<file path="config.mk">
export PLATFORM = sky130hd
export DESIGN_NAME = bs_shift_unit
export DESIGN_NICKNAME = d
export VERILOG_FILES = /design/src/rtl/bs_pkg.sv /design/src/rtl/bs_imm_decode.sv /design/src/rtl/bs_shift_core.sv /design/src/rtl/bs_shift_unit.sv
export SDC_FILE = /design/constraint.sdc
export NUM_CORES = 1
export LEC_CHECK = 0
export ABC_CLOCK_PERIOD_IN_PS = 7100
export BUFFER_PORTS_ARGS = -buffer_cell sky130_fd_sc_hd__buf_4
export CAP_MARGIN = 20
export CELL_PAD_IN_SITES_DETAIL_PLACEMENT = 0
export CELL_PAD_IN_SITES_GLOBAL_PLACEMENT = 2
export CORE_ASPECT_RATIO = 1.25
export CORE_UTILIZATION = 35
export DETAILED_ROUTE_END_ITERATION = 12
export PLACE_DENSITY = 0.87
export REMOVE_ABC_BUFFERS = 1
export SLEW_MARGIN = 20
export SYNTH_ARGS = -nofsm -noshare
export SYNTH_HDL_FRONTEND = slang
export SYNTH_SLANG_ARGS = --single-unit
</file>
<file path="constraint.sdc">
create_clock -name clk -period 7.1 [get_ports clk]
set_input_delay 1.065 -clock clk [delete_from_list [all_inputs] [get_ports clk]]
set_output_delay 1.065 -clock clk [all_outputs]
set_load 0.02 [all_outputs]
</file>
<file path="src/rtl/bs_pkg.sv">
package bs_pkg;

  typedef enum logic [2:0] {
    K_LSL = 3'd0,
    K_LSR = 3'd1,
    K_ASR = 3'd2,
    K_ROR = 3'd3,
    K_RRX = 3'd4
  } shift_kind_e;

  typedef enum logic [1:0] {
    SRC_REG     = 2'd0,
    SRC_WIDE    = 2'd1,
    SRC_COMPACT = 2'd2,
    SRC_EXT     = 2'd3
  } src_e;

  localparam int IMM_FIELD_W = 16;
  localparam int IMM_AMT_W   = 5;

  function automatic shift_kind_e type_to_kind(input logic [1:0] t);
    case (t)
      2'd0:    return K_LSL;
      2'd1:    return K_LSR;
      2'd2:    return K_ASR;
      default: return K_ROR;
    endcase
  endfunction

endpackage

</file>
<file path="src/rtl/bs_imm_decode.sv">
module bs_imm_decode
  import bs_pkg::*;
#(
  parameter int WIDTH   = 32,
  parameter int AMT_W   = 8,
  parameter bit COMPACT = 1'b0
) (
  input  logic [IMM_FIELD_W-1:0] field,
  output shift_kind_e            kind,
  output logic [AMT_W-1:0]       amt
);

  localparam logic [AMT_W-1:0] FULL_AMT = AMT_W'(WIDTH);

  logic [1:0]           raw_type;
  logic [IMM_AMT_W-1:0] raw_amt;

  generate
    if (COMPACT) begin : g_compact
      assign raw_type = field[5:4];
      assign raw_amt  = {field[14:12], field[7:6]};
    end else begin : g_wide
      assign raw_type = field[6:5];
      assign raw_amt  = field[11:7];
    end
  endgenerate

  always_comb begin
    kind = type_to_kind(raw_type);
    amt  = AMT_W'(raw_amt);
    if (raw_amt == '0) begin
      case (raw_type)
        2'd1, 2'd2: amt = FULL_AMT;
        2'd3: begin
          kind = K_RRX;
          amt  = AMT_W'(1);
        end
        default: amt = '0;
      endcase
    end
  end

endmodule

</file>
<file path="src/rtl/bs_shift_core.sv">
module bs_shift_core
  import bs_pkg::*;
#(
  parameter int WIDTH = 32,
  parameter int AMT_W = 8
) (
  input  shift_kind_e       kind,
  input  logic [AMT_W-1:0]  amt,
  input  logic [WIDTH-1:0]  operand,
  input  logic              carry_in,
  output logic [WIDTH-1:0]  result,
  output logic              carry_out,
  output logic              error
);

  localparam logic [AMT_W-1:0] W_AMT = AMT_W'(WIDTH);

  logic [WIDTH:0]        lsl_ext;
  logic [WIDTH:0]        lsr_ext;
  logic signed [WIDTH:0] asr_ext;
  logic [AMT_W-1:0]      rot;
  logic [WIDTH-1:0]      ror_val;

  always_comb begin
    lsl_ext = {1'b0, operand} << amt;
    lsr_ext = {operand, 1'b0} >> amt;
    asr_ext = $signed({operand, 1'b0}) >>> amt;
    rot     = amt % W_AMT;
    ror_val = (operand >> rot) | (operand << (W_AMT - rot));
  end

  always_comb begin
    result    = operand;
    carry_out = carry_in;
    error     = 1'b0;
    if (kind == K_RRX) begin
      if (amt == AMT_W'(1)) begin
        result    = {carry_in, operand[WIDTH-1:1]};
        carry_out = operand[0];
      end else begin
        result    = '0;
        carry_out = 1'b0;
        error     = 1'b1;
      end
    end else if (amt != '0) begin
      case (kind)
        K_LSL: {carry_out, result} = lsl_ext;
        K_LSR: {result, carry_out} = lsr_ext;
        K_ASR: {result, carry_out} = asr_ext;
        default: begin
          result    = ror_val;
          carry_out = ror_val[WIDTH-1];
        end
      endcase
    end
  end

endmodule

</file>
<file path="src/rtl/bs_shift_unit.sv">
module bs_shift_unit
  import bs_pkg::*;
#(
  parameter int WIDTH = 32,
  parameter int AMT_W = 8
) (
  input  logic                   clk,
  input  logic                   rst,
  input  logic                   in_valid,
  input  logic [1:0]             src_sel,
  input  logic [1:0]             shift_type,
  input  logic [AMT_W-1:0]       shift_amt,
  input  logic [IMM_FIELD_W-1:0] imm_field,
  input  logic [WIDTH-1:0]       operand,
  input  logic                   carry_in,
  output logic                   out_valid,
  output logic [WIDTH-1:0]       out_result,
  output logic                   out_carry,
  output logic                   out_error
);

  localparam int N_LAYOUT = 2;

  shift_kind_e      dec_kind [N_LAYOUT];
  logic [AMT_W-1:0] dec_amt  [N_LAYOUT];

  generate
    for (genvar g = 0; g < N_LAYOUT; g++) begin : g_dec
      bs_imm_decode #(
        .WIDTH  (WIDTH),
        .AMT_W  (AMT_W),
        .COMPACT(g == 1)
      ) u_dec (
        .field(imm_field),
        .kind (dec_kind[g]),
        .amt  (dec_amt[g])
      );
    end
  endgenerate

  shift_kind_e      sel_kind;
  logic [AMT_W-1:0] sel_amt;

  always_comb begin
    case (src_e'(src_sel))
      SRC_WIDE: begin
        sel_kind = dec_kind[0];
        sel_amt  = dec_amt[0];
      end
      SRC_COMPACT: begin
        sel_kind = dec_kind[1];
        sel_amt  = dec_amt[1];
      end
      SRC_EXT: begin
        sel_kind = K_RRX;
        sel_amt  = shift_amt;
      end
      default: begin
        sel_kind = type_to_kind(shift_type);
        sel_amt  = shift_amt;
      end
    endcase
  end

  logic [WIDTH-1:0] core_result;
  logic             core_carry;
  logic             core_error;

  bs_shift_core #(
    .WIDTH(WIDTH),
    .AMT_W(AMT_W)
  ) u_core (
    .kind     (sel_kind),
    .amt      (sel_amt),
    .operand  (operand),
    .carry_in (carry_in),
    .result   (core_result),
    .carry_out(core_carry),
    .error    (core_error)
  );

  always_ff @(posedge clk) begin
    if (rst) begin
      out_valid  <= 1'b0;
      out_result <= '0;
      out_carry  <= 1'b0;
      out_error  <= 1'b0;
    end else begin
      out_valid  <= in_valid;
      out_result <= core_result;
      out_carry  <= core_carry;
      out_error  <= core_error;
    end
  end

endmodule

</file>
Word level (Yosys, flattened, before mapping)
Cells that the tools add are included.

Output and inout port bits: 35. Input bits: 64. Word-level logic and storage cells: 59. Register bits: 35.

Bitwise gates (word level): 2. Reduce and logical (&&, ||, !) cells: 10. Muxes and demuxes: 22. Add/subtract/negate cells: 1. Shifts and indexed selects: 5. Eq/ne operators: 15.

Operator list (number): 32-bit 2-to-1 mux (3); 32-bit case mux with 3 select lines (1); 32-bit by 8-bit << shifter with 33-bit output (1); 33-bit by 8-bit >> shifter with 33-bit output (1); 33-bit by 8-bit >>> shifter with 33-bit output (1); 32-bit bitwise OR (1); 32-bit by 8-bit << shifter with 32-bit output (1); 32-bit by 5-bit >> shifter with 32-bit output (1); 6-bit case mux with 2 select lines (2); 2-bit case mux with 3 select lines (3); 8-bit 2-to-1 mux (2); 8-bit case mux with 2 select lines (1); 2-bit == test (second input constant) (7); 3-bit 2-to-1 mux (4); 5-bit logical NOT (2); 3-bit case mux with 3 select lines (1); 2-bit by 1-bit == test with 1-bit output (second input constant) (4); 8-bit by 1-bit == test with 1-bit output (second input constant) (1); 8-bit nonzero test (1); 6-bit by 5-bit subtractor with 7-bit output (first input constant) (1); 2-bit logical NOT (3); 2-bit OR reduction (3); 1-bit 2-to-1 mux (4); 3-bit by 1-bit == test with 1-bit output (second input constant) (1); 5 further kinds (5).

Longest topological paths before layout
Gate-level depths: netlist of run 1.

Word-level depth: 11. Depth in mapped cells: 23.

Modules after synthesis
From an unflattened synthesis of run 1, not the netlist that was laid out.

Cell total of the unflattened synthesis: 1322. Area, all modules: 10059.6 sq um.

Modules (own cells, without submodules): bs_shift_core (instances 1, cells an instance 1161, area each 8544.4 sq um); bs_shift_unit (instances 1, cells an instance 115, area each 1214.9 sq um); bs_imm_decode (instances 2, cells an instance 23, area each 150.1 sq um).

Least setup slack after synthesis of run 1
OpenSTA, ideal clock, no wires.

Path kind: input to register. Start point: in src_sel[0]. End point: reg out_result[21]. Cell stages on the path: 21. Library setup time: 0.115 ns. Setup slack: 1.352 ns. Data arrival time: 5.634 ns. Path through: inv_1 > ha_1 > buf_2 > a21boi_0 > a21oi_1 > clkinv_1 > buf_1 > buf_1 > clkbuf_1 > ha_1 > clkbuf_1 > clkbuf_1 > clkbuf_1 > nand2_1 > a211oi_1 > nor3_1 > mux4_2 > a21oi_1 > a21boi_0 > o21ai_0 > a2111oi_0.

Longest elaborated chain between the ends: 8. Elaborated cells on any way between the ends: 22.

RTL lines: from (decl) (RTL line bs_shift_unit.sv:10) `input logic [1:0] src_sel,`; 2-bit == test or 2-bit by 1-bit == test with 1-bit output (tied branches) (RTL line bs_shift_unit.sv:45) `case (src_e'(src_sel))`; 8-bit case mux with 2 select lines (RTL line bs_shift_unit.sv:45); 6-bit by 5-bit subtractor with 7-bit output (RTL line bs_shift_core.sv:29) `ror_val = (operand >> rot) | (operand << (W_AMT - rot));`; 32-bit by 8-bit << shifter with 32-bit output (RTL line bs_shift_core.sv:29); 32-bit bitwise OR (RTL line bs_shift_core.sv:29); 32-bit case mux with 3 select lines (RTL line bs_shift_core.sv:46) `case (kind)`; 32-bit 2-to-1 mux (RTL line bs_shift_core.sv:45) `end else if (amt != '0) begin`; 32-bit 2-to-1 mux * (RTL line bs_shift_core.sv:36) `if (kind == K_RRX) begin`; to (signal assigned) (RTL line bs_shift_unit.sv:90) `out_result <= core_result;`; to (decl) (RTL line bs_shift_unit.sv:17) `output logic [WIDTH-1:0] out_result,`.

Mark *: on every way between the ends. The rest lies on a longest branch, timed or not. A chain may end at the register's enable or synchronous reset.

Worst setup path after layout of run 1
Start point: in src_sel[1]. End point: reg out_result[31].

Same word-level chain as after synthesis.

==> flow_metrics.py, run 1 <==
metrics = {
    "outcome": {
        "status": "finished clean",
    },
    "synthesis": {
        "ys_warn_count": 0,
        "yosys-top-cells-area": "mux2i_1, a21oi_1, dfxtp_1",
        "yosysTopAreaCell": "mux2i_1",
        "avgSynthCellArea_um2": 6.82,
        "synth-seq-cells": 35,
        "syn_inst": 1662,
        "synth_top_cell_area_share_pct": 12.2,
        "synth-edff-count": 0,
        "seq_area_frac_synth_pct": 6.19,
        "synth_ff_type": "dfxtp_1",
        "syn_area_um2": 11300,
        "async_flop_share_pct": 0,
        "ys_types": 91,
    },
    "floorplanning": {
        "start_util_pct": 35.6,
        "ioPinCount": 99,
        "die_h_um": 203,
        "rows": 73,
        "die_area_um2": 33100,
        "core_area_um2": 31800,
        "die_x_um": 163,
    },
    "global_route": {
        "gr-total-overflow": 0,
        "grt_pass1_wl_um": 119000,
        "grt_max_degree": 54,
        "grt_use_total_pct": 51.2,
        "antenna_found_initial": 8,
        "grt_pass1_vias": 15000,
    },
    "final_layout": {
        "multi_input_area_um2": 9820,
        "layout.nets": 1739,
        "layout-drive-gt1-share_pct": 16.6,
        "seqCellArea_um2": 701,
        "synthToLayoutAreaGrowth_pct": 11.6,
        "stdcell_count": 2074,
        "fillers": 3479,
    },
    "drt": {
        "dr.pass1.iters": 6,
        "vias_per_cell": 7.99,
        "final_antenna_net_count": 0,
        "drc": 0,
        "vias": 16600,
        "wl_met3_um": 12400,
        "routed-wl-met2_um": 34600,
        "drt_wl_total_um": 86500,
        "top_layer": "met5",
        "m1WireLength_um": 30500,
        "routedWlPerCell_um": 41.7,
        "drt_iter0_drc": 2762,
    },
    "hold_path": {
        "hold_end": "out_valid$_SDFF_PP0_",
        "hold_path.class": "in2reg",
        "hold_depth": 2,
        "hold_start": "in_valid",
    },
    "clock_tree": {
        "cts_buffers": 5,
        "cts_setup_buffers": 0,
        "clk_pin_slew_ns": 0.05,
        "clockRootBuffer": "clkbuf_16",
        "clock_sinks": 35,
        "ctsHoldBuffers": 0,
        "cts_buffer_depth": 2,
        "cts_tree": "done",
        "htreeDepth": 2,
        "ctsResizeCount": 0,
    },
    "placed_design": {
        "gp_congestion": 1.18,
        "post-place-ws_ns": 0.732,
        "numPortBuffers": 93,
        "hpwl_um": 63200,
        "place_inst": 2065,
    },
    "critical_path": {
        "startpoint_type": "input port",
        "end_kind": "flop",
        "worstPathArrival_ns": 6.61,
        "cp_max_fo": 28,
        "critPathKind": "in2reg",
        "crit_required_ns": 7.27,
    },
    "sta": {
        "fin_ws_ns": 0.659,
        "fin_hold_ws_ns": 0.997,
        "fin_crit_ns": 6.44,
        "hold_viol": 0,
        "setup_viol": 0,
        "relSlewSlack_pct": 17.0,
        "maxSlewViolCount": 0,
        "max_clock_freq_mhz": 155,
        "fin_crit_sh_pct": 90.7,
        "tightestPinTransition_ns": 1.24,
        "rsz0062_at_grt": "false",
    },
    "run": {
        "drv_cap": 0,
    },
    "power": {
        "p_leak_nw": 4.77,
        "vdd_ir_drop_max_uv": 186,
        "power_density_nw_per_um2": 223,
    },
}
==> per-layer routing <==
metal | vias to the layer above | GRT usage (%)
met1 | 7857 | 61.7
li1 | 6575 | -
met4 | 10 | 40.4
met3 | 489 | 18.7
met5 | - | 0.758
met2 | 1636 | 72.5
==> Yosys cell counts, types with 8 or more instances <==
master     number
and3_1         13
nor4b_1         8
buf_2          39
a221oi_1       20
clkbuf_1      120
nor2_1         95
nand3_1        57
a2111oi_0       8
nand4_1        12
ha_1           14
a32oi_1        14
o221ai_1       24
o21a_1         14
o21ai_0       110
o22ai_1        35
nor3_1         66
nor4_1         16
nand2b_1       12
a21o_1         10
a211oi_1       59
a22oi_1        34
or3_1          19
mux4_2         27
mux2_2         14
dfxtp_1        35
o311ai_0        9
buf_1          24
o211ai_1       33
o32ai_1        14
mux2i_1       138
inv_1          15
o22a_1         10
or2_2           8
o31ai_1         9
and2_1         11
a21oi_1       145
a31oi_1        35
nand2_1       176
a2bb2oi_1      10
==> sequential cells by signal (all words and copies together) (netlist names) <==
signal,count
out_result,32
out_valid,1
out_error,1
out_carry,1
==> per-stage QoR <==
| stage | power [mW] | TNS (ns) | cell area [um^2] | utilization, % |
|---|---|---|---|---|
| CTS | 2.65 | 0 | 12600 | 39.7 |
| global placement | 2.46 | 0 | 12500 | 39.3 |
| finish | 2.82 | 0 | 12600 | 39.8 |
| global route | 2.85 | 0 | 12600 | 39.7 |
| detailed placement | 2.44 | 0 | 12500 | 39.3 |
| floorplan | 1.46 | -147.01 | 10500 | - |
==> power by group <==
part	total, mW	switching, mW	internal (mW)
registers	0.242	0.0103	0.232
clock network	0.200	0.0747	0.126
logic	2.38	1.67	0.709
==> critical path, cell delays in order <==
cell and delay [ns]:
buf_4 0.10, inv_1 0.05, ha_2 0.62, a21boi_0 0.45
a21oi_4 0.11, inv_2 0.07, ha_1 0.84, buf_4 0.31
nor4b_1 0.07, a2111o_1 0.40, nor3_1 0.73, mux4_2 0.42
mux2i_1 0.15, a32oi_1 0.73, a21oi_1 0.16, o31a_1 0.31
==> layout make-up <==
class | instances | share of cell area (%)
antenna | 2 | 0.0396
tap | 412 | 4.08
clock buffer | 6 | 1.02
inverter | 17 | 0.545
timing repair buffer | 184 | 11.0
sequential | 35 | 5.54
multi-input combinational | 1418 | 77.7
==> cells in the final DEF (no fill, tap or decap), types with 9 or more instances in the layout <==
master,n
or3_1,19
o311ai_0,9
o21ai_0,109
o22a_1,10
dfxtp_1,35
nor4_1,16
nand3_1,57
nand4_1,12
nand2_1,176
a22oi_1,34
and2_1,11
o221ai_1,24
a211oi_1,58
o21a_1,14
nand2b_1,12
mux2i_1,138
o32ai_1,14
a32oi_1,14
nor3_1,65
a21oi_1,141
a2bb2oi_1,10
a221oi_1,19
buf_4,183
a31oi_1,35
mux4_2,27
o211ai_1,33
nor2_1,94
and3_1,13
inv_1,15
mux2_2,14
o22ai_1,35
ha_1,13
==> kinds of logic (layout without fill, tap and decap cells) <==
group                    count (synthesis)  count (layout)  share of synthesized area (%)
buffers and inverters                  209             207                           7.83
AO/OA/AOI/OAI                          687             687                           42.2
flip-flops                              35              35                           6.19
AND/OR/NAND/NOR                        538             538                           23.3
adder cells (fa/ha/maj)                 14              14                           1.55
other                                    0               2                              0
multiplexers                           179             179                           19.0
==> worst max path at each step <==
stage	cells past startpoint	startpoint	end	slack (ns)
6_report	16	src_sel[1]	out_result[31]$_SDFF_PP0_	0.66
5_1_grt	16	src_sel[1]	out_result[31]$_SDFF_PP0_	0.51
4_1_cts	15	src_sel[1]	out_result[19]$_SDFF_PP0_	1.03
3_5_place_dp	15	src_sel[1]	out_result[19]$_SDFF_PP0_	0.73
3_3_place_gp	15	src_sel[1]	out_result[19]$_SDFF_PP0_	0.92
2_1_floorplan	13	src_sel[0]	out_result[11]$_SDFF_PP0_	-4.69
Note: power is estimated with default switching activity, not from simulation.
==> inputs of run 2 (changes only) <==
CORE_UTILIZATION = 37   (was 35)
PLACE_DENSITY = 0.88   (was 0.87)
SYNTH_HIERARCHICAL = 1   (was not set)
==> flow_metrics.py, run 2 <==
metrics = {
    "clock_tree": {
        "cts_setup_buffers": 0,
        "cts_tree": "done",
        "clk_pin_slew_ns": 0.05,
        "ctsHoldBuffers": 0,
        "cts_buffers": 5,
        "cts_buffer_depth": 2,
        "clockRootBuffer": "clkbuf_16",
        "clock_sinks": 35,
        "htreeDepth": 2,
        "ctsResizeCount": 0,
    },
    "synthesis": {
        "seq_area_frac_synth_pct": 6.97,
        "yosys-top-cells-area": "mux4_2, mux2i_1, dfxtp_1",
        "synth-compound-area-share_pct": 28.6,
        "synth-edff-count": 0,
        "synth_common_cells": "nand2_1, nor2_1, a21oi_1, mux2i_1, o21ai_0",
        "synthXorXnorAreaFrac_pct": 0.348,
        "ys_warn_count": 6,
        "synthAdderAreaFrac_pct": 1.49,
        "syn_inst": 1322,
        "synth_ff_type": "dfxtp_1",
        "synth-seq-cells": 35,
        "syn_area_um2": 10100,
        "ys_types": 87,
        "avgSynthCellArea_um2": 7.61,
        "synth_top_cell_area_share_pct": 19.9,
        "synth_most_common_cell": "nand2_1",
        "yosysTopAreaCell": "mux4_2",
        "async_flop_share_pct": 0,
        "yosys.area_share.simple_pct": 19.8,
        "synth_mux_area_share_pct": 33.7,
        "synth_top_family_by_area": "multiplexers",
    },
    "power": {
        "p_leak_nw": 4.16,
        "power_density_nw_per_um2": 215,
        "p_total_mw": 2.38,
        "vdd_ir_drop_max_uv": 101,
    },
    "sta": {
        "fin_crit_ns": 5.81,
        "maxSlewViolCount": 0,
        "hold_viol": 0,
        "setup_viol": 0,
        "relSlewSlack_pct": 19.2,
        "rsz0062_at_grt": "false",
        "max_clock_freq_mhz": 172,
        "fin_crit_sh_pct": 81.8,
        "tightestPinTransition_ns": 1.18,
        "setup_tns_ns": 0,
    },
    "floorplanning": {
        "die_x_um": 149,
        "die_area_um2": 27900,
        "rows": 67,
        "start_util_pct": 37.6,
        "die_h_um": 186,
        "core_area_um2": 26700,
        "ioPinCount": 99,
    },
    "global_route": {
        "grt_max_degree": 111,
        "grt_pass1_wl_um": 86900,
        "grt_pass1_vias": 11400,
        "antenna_found_initial": 0,
        "gr-total-overflow": 0,
        "grt_use_total_pct": 43.9,
    },
    "drt": {
        "vias": 12300,
        "final_antenna_net_count": 0,
        "vias_per_cell": 7.40,
        "dr.pass1.iters": 6,
        "drt_wl_total_um": 62000,
        "drc": 0,
        "routedWlPerCell_um": 37.3,
        "drt_iter0_drc": 1884,
    },
    "critical_path": {
        "crit_family": "compound AO/OA/AOI/OAI gates",
        "critPathKind": "in2reg",
        "worstPathArrival_ns": 5.97,
        "startpoint_type": "input port",
        "end_kind": "flop",
        "crit_required_ns": 7.26,
        "setup.worst_path.start": "src_sel[1]",
        "cpMaxStageDelayCell": "ha_1",
        "cp_cell_sequence": "buf_4 -> inv_1 -> ha_1 -> nor2_1 -> a21oi_4 -> buf_12 -> mux4_2 -> nand2_1 -> nand2_1 -> a221oi_1 -> a311oi_1 -> nor4_1 -> o21ai_0 -> nor2b_1",
        "cp_max_fo": 110,
        "crit_top_cell": "nand2_1",
        "path_buf_inv": 3,
        "max_stage_delay_ns": 0.80,
    },
    "final_layout": {
        "largest_reg_flops": 32,
        "layout.nets": 1390,
        "largest-register": "out_result",
        "diodes": 0,
        "stdcell_count": 1660,
        "synthToLayoutAreaGrowth_pct": 9.93,
        "mostFrequentLayoutCells": "nand2_1, buf_4, nor2_1",
        "layout_commonest_cell": "nand2_1",
        "layout-drive-gt1-share_pct": 23.7,
    },
    "hold_path": {
        "hold_depth": 2,
        "hold_end": "out_valid$_SDFF_PP0_",
        "hold_start": "in_valid",
        "hold_path.class": "in2reg",
    },
    "run": {
        "drv_cap": 0,
    },
    "placed_design": {
        "hpwl_um": 46100,
        "numPortBuffers": 93,
        "gp_congestion": 1.04,
        "place_inst": 1652,
    },
    "outcome": {
        "status": "finished clean",
    },
}
[run 2: changes by cell type in the layout (fill, tap and decap cells not counted), moves of 29 or more]
cell,before,now
nor3_1,65,32
nand2_1,176,147
buf_4,183,146
a21oi_1,141,95
a211oi_1,58,13
nor2b_1,5,41
mux4_2,27,89
mux2i_1,138,99
[run 2: kinds of logic after synthesis]
family / after synthesis
other: 2
xor gates and xnor gates: 4
muxes: 223
adders and majority gates: 12
DFF: 35
AOI/OAI and AO/OA: 437
and+or+nand+nor: 428
buffers and inverters: 181
[run 2: metrics by stage]
stage / util (%) / setup slack [ns] / cell area [um^2] / hold WS [ns]
6_report: 41.4 / 1.29 / 11100 / 1.01
5_1_grt: 41.4 / 1.21 / 11100 / 1.03
4_1_cts: 41.4 / 1.53 / 11100 / 1.01
3_5_place_dp: 40.7 / 1.23 / 10900 / 1.30
3_3_place_gp: 40.7 / 1.25 / 10900 / 1.28
2_1_floorplan: - / -8.69 / 9230 / 1.14
[run 2: final cells by class]
class / instances / area, um^2
Clock buffer: 5 / 125
Clock inverter: 3 / 43.8
Fill cell: 2810 / 15700
Inverter: 17 / 63.8
Multi-Input combinational cell: 1108 / 8580
Sequential cell: 35 / 701
Tap cell: 345 / 432
Timing Repair Buffer: 147 / 1120
[run 2: worst max-delay path by stage]
stage                                      endpoint  slack, ns  cells past startpoint
final                      out_result[5]$_SDFF_PP0_       1.29                     14
after global routing       out_result[5]$_SDFF_PP0_       1.21                     15
after CTS                  out_result[5]$_SDFF_PP0_       1.53                     15
after detailed placement   out_result[5]$_SDFF_PP0_       1.23                     14
after global placement     out_result[5]$_SDFF_PP0_       1.25                     15
after floorplan           out_result[25]$_SDFF_PP0_      -8.69                     14
[run 2: report_power, final]
part | switching, mW | total, mW | internal (mW)
clock network | 0.0810 | 0.246 | 0.165
logic | 1.25 | 1.90 | 0.658
registers | 0.00618 | 0.228 | 0.222
[run 2: routing by layer]
metal  track usage, %  share of wire (%)  routed length [um]  up-vias
li1                 -                  -                   -     5037
met1             56.5                 37               23200     5996
met2             66.3                 43               26800     1016
met3             7.41                 11                6640      233
met4             30.7                8.6                5300        0
met5                0                  0                   0        -
==> inputs of run 3 (changes only) <==
ABC_CLOCK_PERIOD_IN_PS = 5380   (was 7100)
clock period = 5.38 ns   (was 7.1 ns; I/O delays follow)
==> flow_metrics.py, run 3 (synthesized netlist as in run 2, its figures left out) <==
metrics = {
    "clock_tree": {
        "cts_buffers": 5,
        "clockRootBuffer": "clkbuf_16",
        "clk_pin_slew_ns": 0.05,
        "cts_tree": "done",
        "clock_sinks": 35,
        "ctsHoldBuffers": 0,
        "htreeDepth": 2,
        "ctsResizeCount": 0,
        "cts_buffer_depth": 2,
        "cts_setup_buffers": 0,
    },
    "critical_path": {
        "crit_required_ns": 5.54,
        "cp_max_fo": 45,
        "max_stage_delay_ns": 0.70,
        "startpoint_type": "input port",
        "crit_top_cell": "buf_4",
        "cpMaxStageDelayCell": "a221oi_1",
        "setup.worst_path.start": "src_sel[0]",
        "critPathKind": "in2reg",
        "worstPathArrival_ns": 5.10,
        "end_kind": "flop",
        "cp_cell_sequence": "buf_4 -> inv_1 -> ha_1 -> a22oi_1 -> a21oi_4 -> buf_12 -> mux2i_1 -> mux2_2 -> o21ai_1 -> a221oi_1 -> buf_4 -> o21ai_0 -> a221oi_1 -> buf_4 -> a21oi_1 -> buf_4 -> nor2b_1",
    },
    "drt": {
        "routedWlPerCell_um": 36.3,
        "dr.pass1.iters": 6,
        "routed-wl-met2_um": 27600,
        "final_antenna_net_count": 0,
        "vias": 12300,
        "drt_wl_total_um": 62700,
        "top_layer": "met5",
        "drc": 0,
        "drt_iter0_drc": 1694,
        "vias_per_cell": 7.14,
        "wl_met3_um": 6140,
        "m1WireLength_um": 23300,
    },
    "floorplanning": {
        "start_util_pct": 37.6,
        "core_area_um2": 26700,
        "die_h_um": 186,
        "die_area_um2": 27900,
        "rows": 67,
        "ioPinCount": 99,
        "die_x_um": 149,
    },
    "power": {
        "clockPowerShare_pct": 10.0,
        "share_comb_of_total_power_pct": 80.8,
        "pwr-share-seq_pct": 9.2,
        "internal_power_mw": 1.50,
        "power_density_nw_per_um2": 284,
        "p_leak_nw": 4.51,
        "switching_power_mw": 1.80,
        "p_total_mw": 3.30,
        "switching_share_pct": 54.5,
        "vdd_ir_drop_max_uv": 141,
    },
    "global_route": {
        "gr-total-overflow": 0,
        "antenna_found_initial": 2,
        "grt_pass1_wl_um": 87300,
        "grt_use_total_pct": 44.5,
        "grt_pass1_vias": 11400,
        "grt_max_degree": 77,
    },
    "sta": {
        "setup_tns_ns": 0,
        "fin_crit_ns": 4.94,
        "max_clock_freq_mhz": 202,
        "tightestPinTransition_ns": 1.15,
        "rsz0062_at_grt": "false",
        "fin_hold_ws_ns": 0.737,
        "maxSlewViolCount": 0,
        "hold_viol": 0,
        "fin_crit_sh_pct": 91.9,
        "setup_viol": 0,
        "relSlewSlack_pct": 22.6,
    },
    "hold_path": {
        "hold_path.class": "in2reg",
        "hold_start": "in_valid",
        "hold_depth": 2,
        "hold_end": "out_valid$_SDFF_PP0_",
    },
    "placed_design": {
        "numPortBuffers": 93,
        "gp_congestion": 1.10,
        "hpwl_um": 47500,
    },
    "final_layout": {
        "synthToLayoutAreaGrowth_pct": 15.7,
        "layout_commonest_cell": "buf_4",
        "largest-register": "out_result",
        "largest_reg_flops": 32,
        "mostFrequentLayoutCells": "buf_4, nand2_1, nor2_1",
        "layout.nets": 1454,
        "layout-drive-gt1-share_pct": 27.3,
    },
    "run": {
        "drv_cap": 0,
    },
    "outcome": {
        "status": "finished clean",
    },
}
run 3: changes by cell type in the layout (fill, tap and decap cells not counted):
| cell | change |
|---|---|
| nor3_1 | -1 |
| clkbuf_8 | +1 |
| a21oi_2 | +1 |
| buf_4 | +56 |
| a21oi_4 | -1 |
| nor3_2 | +1 |
| clkinv_4 | -1 |
| diode_2 | +1 |
| a2bb2oi_2 | -1 |
| buf_12 | +8 |
| a2bb2oi_1 | +1 |
run 3: worst max path at each step:
stage	endpoint	slack (ns)
final	out_result[25]$_SDFF_PP0_	0.44
after floorplan	out_result[25]$_SDFF_PP0_	-10.16
after global routing	out_result[25]$_SDFF_PP0_	0.33
after global placement	out_result[31]$_SDFF_PP0_	0.32
after detailed placement	out_result[31]$_SDFF_PP0_	0.33
after CTS	out_result[31]$_SDFF_PP0_	0.62
run 3: metrics by stage:
step	setup slack [ns]	instance area [um^2]	cells	utilization [%]
final	0.436	11600	1725	43.5
after global routing	0.335	11600	1724	43.5
after CTS	0.622	11600	1724	43.5
after detailed placement	0.333	11500	1716	42.9
after global placement	0.319	11500	1716	42.9
after floorplan	-10.16	9230	1160	-
run 3: critical path, delay by kind of cell:
family / cells / cell delay [ns]
buffers and inverters: 6 / 1.12
muxes: 2 / 0.68
adders and majority gates: 1 / 0.41
and+or+nand+nor: 1 / 0.11
AOI/OAI and AO/OA: 7 / 1.96
run 3: layer usage:
metal  global-route usage (%)  vias up
li1                         -     5169
met1                     56.7     5963
met2                     67.2      980
met3                     6.38      208
met4                     33.8        2
met5                        0        -
run 3: cell type report:
type                            count  area, um^2
Inverter                           17        63.8
Tap cell                          345         432
Clock inverter                      2        35.0
Fill cell                        2709       15100
Clock buffer                        6         139
Antenna cell                        1        2.50
Sequential cell                    35         701
Timing Repair Buffer              211        1700
Multi-Input combinational cell   1108        8570
run 3: power groups by stage:
stage	logic, mW	registers [mW]	clock network (mW)
after floorplan	1.50	0.349	0
after global placement	2.56	0.308	0
after detailed placement	2.55	0.309	0
after CTS	2.56	0.304	0.340
after global routing	2.73	0.306	0.351
final	2.67	0.303	0.332
